==> config.mk <==
export PLATFORM = sky130hd
export DESIGN_NAME = wave_seq
export DESIGN_NICKNAME = d
export VERILOG_FILES = /design/src/rtl/wave_seq.sv
export SDC_FILE = /design/constraint.sdc
export NUM_CORES = 1
export LEC_CHECK = 0
export ABC_CLOCK_PERIOD_IN_PS = 3700
export BUFFER_PORTS_ARGS = -buffer_cell sky130_fd_sc_hd__buf_2
export CELL_PAD_IN_SITES_DETAIL_PLACEMENT = 0
export CELL_PAD_IN_SITES_GLOBAL_PLACEMENT = 2
export CORE_MARGIN = 5
export CORE_UTILIZATION = 40
export DETAILED_ROUTE_END_ITERATION = 8
export PLACE_DENSITY_LB_ADDON = 0.1
export SYNTH_ARGS = -nofsm -noshare
export SYNTH_HDL_FRONTEND = slang
export SYNTH_SLANG_ARGS = --single-unit
export TNS_END_PERCENT = 5
==> constraint.sdc <==
create_clock -name clk -period 3.7 [get_ports clk]
set_input_delay 0.37 -clock clk [delete_from_list [all_inputs] [get_ports clk]]
set_output_delay 0.37 -clock clk [all_outputs]
set_load 0.02 [all_outputs]
==> src/rtl/wave_seq.sv <==
module wave_seq #(
  parameter int DW    = 12,
  parameter int DEPTH = 16,
  parameter int CW    = 16,
  parameter int DVW   = 16,
  localparam int AW   = $clog2(DEPTH)
) (
  input  logic          clk,
  input  logic          rst_n,
  input  logic          cfg_cont,
  input  logic          cfg_replay,
  input  logic          cfg_ext,
  input  logic          cfg_trig,
  input  logic [DVW-1:0] cfg_div,
  input  logic [CW-1:0] cfg_count,
  input  logic [AW:0]   cfg_len,
  input  logic          start,
  input  logic          stop,
  input  logic          clr_err,
  input  logic          trig_in,
  input  logic          ext_tick,
  input  logic          wr_valid,
  input  logic [DW-1:0] wr_data,
  output logic          wr_ready,
  output logic [DW-1:0] dac_data,
  output logic          dac_strobe,
  output logic          busy,
  output logic          done,
  output logic          underflow,
  output logic          cfg_err
);
  localparam logic [AW:0] DEPTH_L = (AW+1)'(DEPTH);

  typedef enum logic [1:0] {S_IDLE, S_ARMED, S_RUN, S_END} st_t;
  st_t st;

  logic [DW-1:0] mem [DEPTH];
  logic [AW:0]   wp, rp, ridx, m_len;
  logic [CW-1:0] emitted, m_count;
  logic [DVW-1:0] divcnt, m_div;
  logic          m_cont, m_replay, m_ext;
  logic [2:0]    ext_s, trg_s;

  wire [AW:0] fill    = wp - rp;
  wire        empty   = fill == '0;
  wire        full    = fill == DEPTH_L;
  wire        ext_rise = ext_s[1] & ~ext_s[2];
  wire        trg_rise = trg_s[1] & ~trg_s[2];
  wire        running = st == S_RUN;
  wire        tick    = running && (m_ext ? ext_rise : divcnt == m_div);
  wire        can_emit = m_replay || !empty;
  wire        last    = !m_cont && emitted == m_count - 1'b1;
  wire        pop     = tick && !stop && !m_replay && !empty;
  wire [AW-1:0] rd_addr = m_replay ? rp[AW-1:0] + ridx[AW-1:0] : rp[AW-1:0];
  wire        bad_cfg = (cfg_replay && (cfg_len == '0 || cfg_len > DEPTH_L || cfg_len > fill))
                     || (!cfg_cont && cfg_count == '0);

  assign busy     = st == S_ARMED || st == S_RUN;
  assign wr_ready = !full && !(busy && m_replay);
  wire   push     = wr_valid && wr_ready;

  always_ff @(posedge clk) begin
    if (push) mem[wp[AW-1:0]] <= wr_data;
  end

  always_ff @(posedge clk or negedge rst_n) begin
    if (!rst_n) begin
      wp <= '0;
      rp <= '0;
      ext_s <= '0;
      trg_s <= '0;
    end else begin
      if (push) wp <= wp + 1'b1;
      if (pop)  rp <= rp + 1'b1;
      ext_s <= {ext_s[1:0], ext_tick};
      trg_s <= {trg_s[1:0], trig_in};
    end
  end

  always_ff @(posedge clk or negedge rst_n) begin
    if (!rst_n) begin
      st <= S_IDLE;
      m_cont <= 1'b0;
      m_replay <= 1'b0;
      m_ext <= 1'b0;
      m_div <= '0;
      m_count <= '0;
      m_len <= '0;
      ridx <= '0;
      emitted <= '0;
      divcnt <= '0;
      dac_data <= '0;
      dac_strobe <= 1'b0;
      done <= 1'b0;
      underflow <= 1'b0;
      cfg_err <= 1'b0;
    end else begin
      dac_strobe <= 1'b0;
      if (clr_err) begin
        underflow <= 1'b0;
        cfg_err <= 1'b0;
      end
      if (running && divcnt != m_div) divcnt <= divcnt + 1'b1;
      else divcnt <= '0;
      case (st)
        S_IDLE, S_END: if (start) begin
          if (bad_cfg) cfg_err <= 1'b1;
          else begin
            m_cont <= cfg_cont;
            m_replay <= cfg_replay;
            m_ext <= cfg_ext;
            m_div <= cfg_div;
            m_count <= cfg_count;
            m_len <= cfg_len;
            ridx <= '0;
            emitted <= '0;
            divcnt <= '0;
            done <= 1'b0;
            st <= cfg_trig ? S_ARMED : S_RUN;
          end
        end
        S_ARMED: begin
          if (stop) st <= S_IDLE;
          else if (trg_rise) st <= S_RUN;
        end
        S_RUN: begin
          if (stop) st <= S_IDLE;
          else if (tick) begin
            if (can_emit) begin
              dac_data <= mem[rd_addr];
              dac_strobe <= 1'b1;
              emitted <= emitted + 1'b1;
              ridx <= (ridx == m_len - 1'b1) ? '0 : ridx + 1'b1;
              if (last) begin
                st <= S_END;
                done <= 1'b1;
              end
            end else begin
              underflow <= 1'b1;
              st <= S_END;
            end
          end
        end
        default: st <= S_IDLE;
      endcase
    end
  end
endmodule

==> run summary, run 1 <==
Status -> finished, violations left
Failing checks -> setup timing
Yosys top cell by area -> edfxtp_1
IO Pins -> 79
Reg area -> 8540 µm²
Area of the multi-input gates -> 5160 µm²
Vias -> 8252
Layout Cells excl Fill -> 1583
Power Density -> 829 nW/µm²
Number of global-route vias before repair -> 8673
Remaining antenna violation count after routing -> 0
Port buffer count -> 78
Sequential share of the synthesized area -> 62.1%
Crit start category -> flip-flop
DIE AREA -> 38200 µm²
FF-to-FF Start -> wp[0]$_DFFE_PN0P_
Tot Pwr -> 13.8 mW
Maxcap violations -> 0
Total track usage -> 17.8%
Core Util, Final -> 48.5%
Initial Utilization -> 40.1%
Period utilisation layout -> 101%
Async SR Flop Fraction -> 36.6%
Netlist cell types -> 65
Syn Area/Cell -> 14.5 µm²
Leakage -> 6.30 nW
Final Hold Slack -> 0.0697 ns
Worst skew pair latency -> 0.51 ns
EDFF count, synth -> 192
RD Place Congestion -> 0.794
Max Transition Viols Final -> 0
CTS root buf -> clkbuf_16
Synthesized area -> 13800 µm²
Slew margin rel. -> 36.3%
Num CTS Buffers -> 35
Reg-to-reg endpoint -> m_div[4]$_DFFE_PN0P_
Top FF cell, synth -> edfxtp_1
Fin crit period -> 3.73 ns
Worst-path clk slew -> 0.06 ns
Final WL -> 34100 µm
Core area -> 34300 µm²
#FFs+latches synth -> 303
CP Capture Type -> flip-flop
Die Ht -> 195 µm
Ys Warns -> 0
Peak supply drop -> 597 µV
Hold Crit Depth -> 2
Die width -> 195 µm
Initial antenna violation count -> 2
Placed standard-cell area -> 15200 µm²
Post-DP HPWL -> 22600 µm
Pre-CTS setup slack -> -0.118 ns
Mapped Cells -> 947
Worst Tran Pin Value -> 0.943 ns
Site Rows -> 68
Total grt overflow -> 0
Final setup viols -> 3
HP Class -> primary input to flip-flop
CTS max path bufs -> 3
R2R setup slack -> -0.03 ns
R2R cell count -> 16
Fillers -> 2973
DRT Pass-1 Iters -> 6
Critical Path AT -> 4.12 ns
Unrepaired setup endpoints after global routing -> yes
Setup TNS -> -0.0821 ns
Share of the synthesized area in the top cell type -> 41.9%
Fmax -> 268 MHz
Layout area overhead -> 20.8%
Final net count -> 1192
Initial DRC count -> 374
Setup CP Type -> flip-flop to flip-flop
WP data required -> 4.09 ns
Clk sinks -> 303
Fin worst setup slack -> -0.0303 ns
Largest net degree at the start of global routing -> 65
H-tree depth -> 2
Worst Hold Path EP -> cfg_err$_DFF_PN0_
WL per Instance -> 21.5 µm
Hold_sp -> clr_err
Placed Cells -> 1512
Clk_skew -> 0.00951 ns
Final instance area -> 16600 µm²
DR vias/cell -> 5.21
Synth Net Count -> 1034
Proportion of layout cells with a drive suffix above 1 -> 30.2%
TritonCTS clock tree -> yes
First-pass GRT wire length -> 52700 µm
Synth top area cells -> edfxtp_1 (42%), dfrtp_1 (20%), mux4_2 (7.9%), mux2_2 (3.8%), ha_1 (2.2%)
DRC Markers -> 0
Final Hold Violating Endpoints -> 0
Crit Path Max Fanout -> 14
==> worst max path at each step <==
stage,from,endpoint,depth (start not counted),slack (ns)
2_1_floorplan,wp[0]$_DFFE_PN0P_,m_div[10]$_DFFE_PN0P_,17,0.02
3_3_place_gp,wp[0]$_DFFE_PN0P_,emitted[7]$_DFFE_PN0P_,16,-0.06
3_5_place_dp,wp[0]$_DFFE_PN0P_,emitted[9]$_DFFE_PN0P_,16,-0.12
4_1_cts,rp[0]$_DFFE_PN0P_,emitted[9]$_DFFE_PN0P_,15,-0.05
5_1_grt,wp[0]$_DFFE_PN0P_,m_div[4]$_DFFE_PN0P_,16,-0.15
6_report,wp[0]$_DFFE_PN0P_,m_div[4]$_DFFE_PN0P_,16,-0.03
==> report_power, final <==
group	switching (mW)	leakage [nW]	internal [mW]	total [mW]
Combinational	2.92	2.62	2.86	5.79
Clock	1.33	0.535	1.99	3.32
Sequential	0.462	3.15	4.20	4.66
Total	4.72	6.30	9.06	13.8
==> layout make-up <==
type                       count  share of cell area [%]
clock inverter                13                   0.956
sequential                   303                    51.4
timing repair buffer         157                    6.68
multi-input combinational    569                    31.0
antenna                        2                  0.0301
inverter                      39                   0.896
tap                          455                    3.42
clock buffer                  45                    5.61
==> kinds of logic (layout without fill, tap and decap cells) <==
group | Yosys count | count (layout) | synth area share (%)
flip-flops | 303 | 303 | 62.1
AND/OR/NAND/NOR | 241 | 241 | 9.08
adder cells (fa/ha/maj) | 26 | 26 | 2.47
other | 0 | 2 | 0
AO/OA/AOI/OAI | 109 | 109 | 5.85
buffers and inverters | 75 | 254 | 2.28
multiplexers | 125 | 125 | 13.9
XOR/XNOR | 68 | 68 | 4.33
==> critical path, stage by stage, from the launching register on <==
cell       delay (ns)
dfrtp_1          0.36
inv_2            0.06
ha_4             0.16
fa_2             0.33
nor2b_1          0.12
o21ai_1          0.07
and3_1           0.16
or2_4            0.24
inv_4            0.07
ha_4             0.19
and4_1           0.16
a221o_1          0.33
a211oi_4         0.35
o21a_1           0.18
and3_4           0.27
clkbuf_16        0.21
mux2_2           0.33
==> synthesized netlist by cell type, types with 6 or more instances <==
cell type  instances
nand2_1           62
a21oi_1           14
mux2i_1           29
nand3_1           28
and3_1            12
nor2b_1            6
inv_1             38
mux2_2            47
o211ai_1           6
nand4_1           13
or4_1              9
nand2b_1          13
dfrtp_1          111
o21ai_0           31
edfxtp_1         192
xor2_1            34
nor4_1            15
clkbuf_1          18
xnor2_1           34
ha_1              24
nor3_1            11
o31ai_1            8
mux4_2            48
nor2_1            47
buf_2             11
==> routing by layer <==
| metal | global-route usage (%) | vias to the layer above | part of all wire [%] |
|---|---|---|---|
| met3 | 2.64 | 43 | 3.2 |
| met4 | 3.88 | 0 | 1.8 |
| met5 | 0 | - | 0 |
| li1 | - | 3921 | - |
| met2 | 30.9 | 124 | 51 |
| met1 | 23.8 | 4164 | 44 |
==> flip-flops by register name, indices dropped and copies added (netlist names), 2 cells and up <==
register and count:
mem 192, divcnt 16, emitted 16, m_count 16, m_div 16, dac_data 12
m_len 5, ridx 5, rp 5, wp 5, ext_s 3, trg_s 3
st 2
==> cells in the final DEF, fill, tap and decap left out, types with 4 or more instances in the layout <==
master / n
a31oi_1: 5
edfxtp_1: 192
clkbuf_16: 36
mux2_4: 21
mux2i_1: 27
nand3b_1: 4
clkinv_2: 5
nand4_1: 13
ha_1: 22
nor4_1: 15
inv_1: 36
a211oi_1: 4
o21ai_0: 28
xor2_1: 34
mux2_2: 26
nor2_1: 45
nor2b_1: 6
nor3_1: 7
buf_2: 77
and3_1: 11
buf_4: 66
mux4_2: 48
dfrtp_1: 111
nand2_1: 61
a21oi_1: 11
nand3_1: 28
nor3_2: 4
or4_1: 7
xnor2_1: 33
buf_12: 7
o31ai_1: 7
nand2b_1: 13
o211ai_1: 6
clkbuf_1: 8
==> what timing repair did <==
item,4_1_cts,5_1_grt
pin swaps,2,7
hold buffers,3,0
resized for setup,9,38
setup endpoints to repair,46,78
endpoints found under the hold margin,13,0
cloned,0,1
setup buffers,4,3
(Power assumes the default switching activity.)
==> inputs of run 2 (changes only) <==
--- a/config.mk
+++ b/config.mk
@@ -9,7 +9,7 @@
 export BUFFER_PORTS_ARGS = -buffer_cell sky130_fd_sc_hd__buf_2
 export CELL_PAD_IN_SITES_DETAIL_PLACEMENT = 0
 export CELL_PAD_IN_SITES_GLOBAL_PLACEMENT = 2
-export CORE_MARGIN = 5
+export CORE_MARGIN = 3
 export CORE_UTILIZATION = 40
 export DETAILED_ROUTE_END_ITERATION = 8
 export PLACE_DENSITY_LB_ADDON = 0.1
==> run summary, run 2 (synthesis results as in run 1) <==
Status -> finished, violations left (unchanged)
Failing checks -> setup timing (unchanged)
Total track usage -> 18.3% (was 17.8%)
DRT Pass-1 Iters -> 4 (was 6)
CTS max path bufs -> 3 (unchanged)
HP Class -> primary input to flip-flop (unchanged)
Worst-path clk slew -> 0.06 ns (about the same)
Proportion of layout cells with a drive suffix above 1 -> 32.1% (was 30.2%)
Core Util, Final -> 49.7% (was 48.5%)
Vias -> 8306 (was 8252)
Final Hold Violating Endpoints -> 0 (unchanged)
Remaining antenna violation count after routing -> 0 (unchanged)
Largest net degree at the start of global routing -> 59 (was 65)
Layout area overhead -> 21.7% (was 20.8%)
Worst skew pair latency -> 0.52 ns (was 0.51 ns)
Leakage -> 6.34 nW (was 6.30 nW)
Clk_skew -> 0.0172 ns (was 0.00951 ns)
Worst Tran Pin Value -> 0.917 ns (was 0.943 ns)
WP data required -> 4.09 ns (about the same)
Clk sinks -> 303 (unchanged)
DRC Markers -> 0 (unchanged)
Port buffer count -> 78 (unchanged)
TritonCTS clock tree -> yes (unchanged)
Crit start category -> flip-flop (unchanged)
Initial antenna violation count -> 0 (was 2)
Crit Path Max Fanout -> 6 (was 14)
Most frequent cells in the layout -> edfxtp_1 (192), dfrtp_1 (111), buf_2 (77) (unchanged)
Setup CP Type -> flip-flop to flip-flop (unchanged)
Fin crit period -> 3.72 ns (was 3.73 ns)
Setup TNS -> -0.0434 ns (was -0.0821 ns)
Max reg flops -> 192 (unchanged)
Final net count -> 1199 (was 1192)
WL per Instance -> 20.9 µm (was 21.5 µm)
Maxcap violations -> 0 (unchanged)
Post-DP HPWL -> 21800 µm (was 22600 µm)
CTS root buf -> clkbuf_16 (unchanged)
Routed length on met2 -> 16900 µm (was 17300 µm)
Number of global-route vias before repair -> 8582 (was 8673)
Max Transition Viols Final -> 0 (unchanged)
Unrepaired setup endpoints after global routing -> yes (unchanged)
ANT cells -> 0 (was 2)
Fmax -> 269 MHz (was 268 MHz)
First-pass GRT wire length -> 50700 µm (was 52700 µm)
CP Capture Type -> flip-flop (unchanged)
WL met3 -> 1180 µm (was 1090 µm)
Critical Path AT -> 4.11 ns (was 4.12 ns)
Period utilisation layout -> 101% (about the same)
Final WL -> 33100 µm (was 34100 µm)
Tot Pwr -> 13.9 mW (was 13.8 mW)
RD Place Congestion -> 0.766 (was 0.794)
Initial DRC count -> 329 (was 374)
Total grt overflow -> 0 (unchanged)
Commonest non-fill, non-tap cell in the layout -> edfxtp_1 (unchanged)
Core area -> 33700 µm² (was 34300 µm²)
M1 WL -> 14500 µm (was 15100 µm)
Slew margin rel. -> 38.1% (was 36.3%)
Peak supply drop -> 545 µV (was 597 µV)
IO Pins -> 79 (unchanged)
Initial Utilization -> 40.8% (was 40.1%)
Top Metal Used -> met4 (unchanged)
Die width -> 191 µm (was 195 µm)
Final setup viols -> 3 (unchanged)
Fin worst setup slack -> -0.0190 ns (was -0.0303 ns)
Num CTS Buffers -> 35 (unchanged)
Die Ht -> 191 µm (was 195 µm)
DIE AREA -> 36700 µm² (was 38200 µm²)
DR vias/cell -> 5.24 (was 5.21)
Site Rows -> 67 (was 68)
Power Density -> 827 nW/µm² (was 829 nW/µm²)
H-tree depth -> 2 (unchanged)
## run 2: cell count changes in the layout (fill, tap and decap cells not counted), moves of 4 or more
cell      delta
o21ai_1      +5
o31ai_1      -5
clkbuf_8     +5
buf_6        +7
mux2_4      -13
mux2_2      +14
o21ai_0      -6
o31ai_2      +4
## run 2: layout make-up
cell class | instances | area [µm²]
Timing Repair Buffer | 164 | 1170
Clock inverter | 12 | 134
Multi-Input combinational cell | 569 | 5190
Inverter | 39 | 149
Clock buffer | 49 | 998
Sequential cell | 303 | 8540
Tap cell | 448 | 561
Fill cell | 2937 | 17000
## run 2: repair_timing
action	4_1_cts	5_1_grt
cloned	1	1
endpoints found under the setup margin	64	75
resized for setup	11	53
hold endpoints to repair	59	0
hold buffers	3	0
pin swaps	17	28
buffers inserted	12	4
## run 2: path summary, 6_finish.rpt
kind / cells past startpoint / slack (ns) / from / to
setup / recovery: 16 / -0.02 / rp[0]$_DFFE_PN0P_ / m_div[2]$_DFFE_PN0P_
hold / removal: 3 / 0.09 / cfg_count[1] / m_count[1]$_DFFE_PN0P_
hold reg to reg: 0 / 0.35 / trg_s[0]$_DFF_PN0_ / trg_s[1]$_DFF_PN0_
max in group asynchronous: 4 / 2.21 / rst_n / m_count[4]$_DFFE_PN0P_
min in group asynchronous: 2 / 0.49 / rst_n / dac_strobe$_DFF_PN0_
setup reg to reg: 16 / -0.02 / rp[0]$_DFFE_PN0P_ / m_div[2]$_DFFE_PN0P_
## run 2: worst max-delay path: stages (launching register included)
cell	delay (ns)
dfrtp_1	0.41
ha_4	0.18
fa_2	0.33
nor2b_1	0.11
o21ai_1	0.10
and3_1	0.17
or2_4	0.27
inv_4	0.07
ha_4	0.20
and4_1	0.16
a221o_1	0.34
a211oi_2	0.22
o21a_1	0.18
and3_4	0.27
buf_12	0.14
clkbuf_16	0.13
mux2_2	0.32
## run 2: stage by stage
| stage | std cells | worst slack, ns | area, µm² | hold slack (ns) |
|---|---|---|---|---|
| final | 1584 | -0.0190 | 16700 | 0.0866 |
| after global routing | 1584 | -0.203 | 16700 | 0.0696 |
| after CTS | 1580 | -0.0438 | 16500 | 0.0513 |
| after detailed placement | 1503 | -0.128 | 15200 | 0.336 |
| after global placement | 1503 | -0.0507 | 15200 | 0.334 |
| after floorplan | 947 | 0.0243 | 13800 | 0.0744 |
## run 2: power by group
part	leakage (nW)	internal [mW]	switching [mW]	total, mW
clock network	0.550	2.03	1.35	3.39
logic	2.65	2.85	2.96	5.81
registers	3.15	4.20	0.465	4.67
## run 2: per-layer routing
metal	global-route usage [%]	vias to the layer above
met5	0	-
met4	4.18	0
met3	3.03	42
met2	32.1	125
met1	24.1	4194
li1	-	3945
==> inputs of run 3 (changes only) <==
--- a/config.mk
+++ b/config.mk
@@ -7,11 +7,13 @@
 export LEC_CHECK = 0
 export ABC_CLOCK_PERIOD_IN_PS = 3700
 export BUFFER_PORTS_ARGS = -buffer_cell sky130_fd_sc_hd__buf_2
-export CELL_PAD_IN_SITES_DETAIL_PLACEMENT = 0
-export CELL_PAD_IN_SITES_GLOBAL_PLACEMENT = 2
+export CAP_MARGIN = 15
+export CELL_PAD_IN_SITES_DETAIL_PLACEMENT = 1
+export CELL_PAD_IN_SITES_GLOBAL_PLACEMENT = 1
 export CORE_MARGIN = 3
-export CORE_UTILIZATION = 40
+export CORE_UTILIZATION = 46
 export DETAILED_ROUTE_END_ITERATION = 8
+export HOLD_SLACK_MARGIN = 0.03
 export PLACE_DENSITY_LB_ADDON = 0.1
 export SYNTH_ARGS = -nofsm -noshare
 export SYNTH_HDL_FRONTEND = slang
==> run summary, run 3 (synthesis results as in run 1) <==
Status -> finished, violations left (unchanged)
Failing checks -> setup timing (unchanged)
Worst-path clk slew -> 0.06 ns (about the same)
WP data required -> 4.16 ns (was 4.09 ns)
Largest net degree at the start of global routing -> 66 (was 59)
Fin crit period -> 3.72 ns (about the same)
Crit Path Max Fanout -> 17 (was 6)
Post-DP HPWL -> 22200 µm (was 21800 µm)
DR vias/cell -> 5.59 (was 5.24)
Port buffer count -> 78 (unchanged)
Final net count -> 1211 (was 1199)
Total grt overflow -> 0 (unchanged)
Clk sinks -> 303 (unchanged)
Seq pwr share -> 34.5% (was 33.7%)
Total track usage -> 21.8% (was 18.3%)
Maxcap violations -> 0 (unchanged)
R2R setup slack -> -0.02 ns (about the same)
Power Density -> 813 nW/µm² (was 827 nW/µm²)
Clock Power Share -> 22.4% (was 24.4%)
Fin worst setup slack -> -0.0219 ns (was -0.0190 ns)
Core area -> 29100 µm² (was 33700 µm²)
TritonCTS clock tree -> yes (unchanged)
CP Capture Type -> flip-flop (unchanged)
Max reg flops -> 192 (unchanged)
Clk_skew -> 0.00925 ns (was 0.0172 ns)
Hold Crit Depth -> 3 (unchanged)
Pre-CTS setup slack -> -0.142 ns (was -0.128 ns)
Proportion of layout cells with a drive suffix above 1 -> 29.3% (was 32.1%)
CTS max path bufs -> 3 (unchanged)
Most frequent cells in the layout -> edfxtp_1 (192), dfrtp_1 (111), buf_2 (77) (unchanged)
Die Ht -> 179 µm (was 191 µm)
Setup CP Type -> flip-flop to flip-flop (unchanged)
Sw Share -> 35.4% (was 34.5%)
R2R cell count -> 15 (was 16)
Critical Path AT -> 4.18 ns (was 4.11 ns)
Setup TNS -> -0.0426 ns (was -0.0434 ns)
Remaining antenna violation count after routing -> 0 (unchanged)
Fillers -> 2802 (was 2937)
Worst skew pair latency -> 0.58 ns (was 0.52 ns)
Pint -> 8.76 mW (was 9.08 mW)
Initial DRC count -> 535 (was 329)
Final WL -> 34700 µm (was 33100 µm)
Number of global-route vias before repair -> 9231 (was 8582)
FF-to-FF Start -> rp[0]$_DFFE_PN0P_ (unchanged)
Vias -> 8560 (was 8306)
Unrepaired setup endpoints after global routing -> yes (unchanged)
NetSw -> 4.81 mW (was 4.78 mW)
Slew margin rel. -> 33.7% (was 38.1%)
Reg-to-reg endpoint -> m_div[13]$_DFFE_PN0P_ (was m_div[2]$_DFFE_PN0P_)
DRC Markers -> 0 (unchanged)
Initial Utilization -> 47.3% (was 40.8%)
Fmax -> 269 MHz (about the same)
RD Place Congestion -> 0.762 (was 0.766)
Crit start category -> flip-flop (unchanged)
Tot Pwr -> 13.6 mW (was 13.9 mW)
HP Class -> primary input to flip-flop (unchanged)
First-pass GRT wire length -> 53000 µm (was 50700 µm)
Initial antenna violation count -> 0 (unchanged)
Num CTS Buffers -> 31 (was 35)
H-tree depth -> 1 (was 2)
Layout area overhead -> 21.3% (was 21.7%)
Max Transition Viols Final -> 0 (unchanged)
Die width -> 179 µm (was 191 µm)
IO Pins -> 79 (unchanged)
Combinational Power Share -> 43.1% (was 41.9%)
Site Rows -> 62 (was 67)
Peak supply drop -> 531 µV (was 545 µV)
CTS root buf -> clkbuf_16 (unchanged)
DRT Pass-1 Iters -> 4 (unchanged)
Final setup viols -> 2 (was 3)
Period utilisation layout -> 101% (about the same)
DIE AREA -> 32000 µm² (was 36700 µm²)
Hold_sp -> cfg_count[0] (was cfg_count[1])
ANT cells -> 0 (unchanged)
Final Hold Violating Endpoints -> 0 (unchanged)
Worst Tran Pin Value -> 0.991 ns (was 0.917 ns)
WL per Instance -> 22.7 µm (was 20.9 µm)
Leakage -> 6.36 nW (was 6.34 nW)
Commonest non-fill, non-tap cell in the layout -> edfxtp_1 (unchanged)
Worst Hold Path EP -> m_count[0]$_DFFE_PN0P_ (was m_count[1]$_DFFE_PN0P_)
[run 3: cell count changes in the layout (fill, tap and decap cells not counted), sizes merged]
| cell | before | now |
|---|---|---|
| buf | 160 | 147 |
| dlygate4sd3 | 3 | 33 |
| clkbuf | 50 | 40 |
| clkinvlp | 2 | 4 |
| clkinv | 5 | 10 |
| inv | 42 | 40 |
[run 3: metrics by stage]
stage / instance area, µm² / utilization (%) / cells / hold WS (ns)
after floorplan: 13800 / - / 947 / 0.0744
after global placement: 15100 / 51.9 / 1435 / 0.338
after detailed placement: 15100 / 51.9 / 1435 / 0.337
after CTS: 16500 / 56.8 / 1531 / 0.0309
after global routing: 16700 / 57.4 / 1532 / 0.0336
final: 16700 / 57.4 / 1532 / 0.0529
[run 3: worst max-delay path by stage]
stage,start,end,slack [ns]
6_report,rp[0]$_DFFE_PN0P_,m_div[13]$_DFFE_PN0P_,-0.02
5_1_grt,rp[0]$_DFFE_PN0P_,st[1]$_DFFE_PN0P_,-0.19
4_1_cts,rp[0]$_DFFE_PN0P_,ridx[4]$_DFFE_PN0P_,-0.02
3_5_place_dp,wp[0]$_DFFE_PN0P_,emitted[11]$_DFFE_PN0P_,-0.14
3_3_place_gp,wp[0]$_DFFE_PN0P_,emitted[8]$_DFFE_PN0P_,-0.05
2_1_floorplan,wp[0]$_DFFE_PN0P_,m_div[10]$_DFFE_PN0P_,0.02
[run 3: critical path, cell delays in order, from the launching register on]
cell and delay, ns:
dfrtp_1 0.41, ha_4 0.17, fa_2 0.35, nor2b_2 0.13
o21ai_2 0.06, and3_1 0.15, or2_4 0.24, inv_4 0.06
ha_4 0.19, and4_1 0.16, a221o_1 0.34, a211oi_4 0.36
o21a_1 0.19, and3_4 0.25, buf_12 0.19, mux2_2 0.35
[run 3: routing by layer]
metal / GRT usage (%) / wire [µm] / up-vias
li1: - / - / 3953
met1: 29.2 / 15400 / 4409
met2: 38.3 / 17300 / 154
met3: 2.88 / 1410 / 44
met4: 4.84 / 629 / 0
met5: 0 / 0 / -
[run 3: timing repair]
item | in CTS | in global routing
pin swaps | 10 | 5
cloned | 1 | 0
endpoints found under the setup margin | 55 | 75
setup buffers | 5 | 1
gates resized for setup | 14 | 41
endpoints found under the hold margin | 97 | 0
hold buffers | 33 | 0
[run 3: cell type report]
type                            instances  area, µm²  share of cell area, %
Sequential cell                       303       8540                   51.2
Multi-Input combinational cell        569       5180                   31.0
Timing Repair Buffer                  180       1350                   8.10
Clock buffer                           40        830                   4.97
Tap cell                              384        480                   2.88
Clock inverter                         17        158                  0.945
Inverter                               39        149                  0.892
[run 3: power by group through the flow]
stage               clock, mW  sequential (mW)  combinational (mW)
global placement            0             4.70                5.29
floorplan                   0             4.66                3.63
detailed placement          0             4.73                5.44
CTS                      3.12             4.67                5.67
global route             3.27             4.74                6.36
finish                   3.04             4.67                5.84
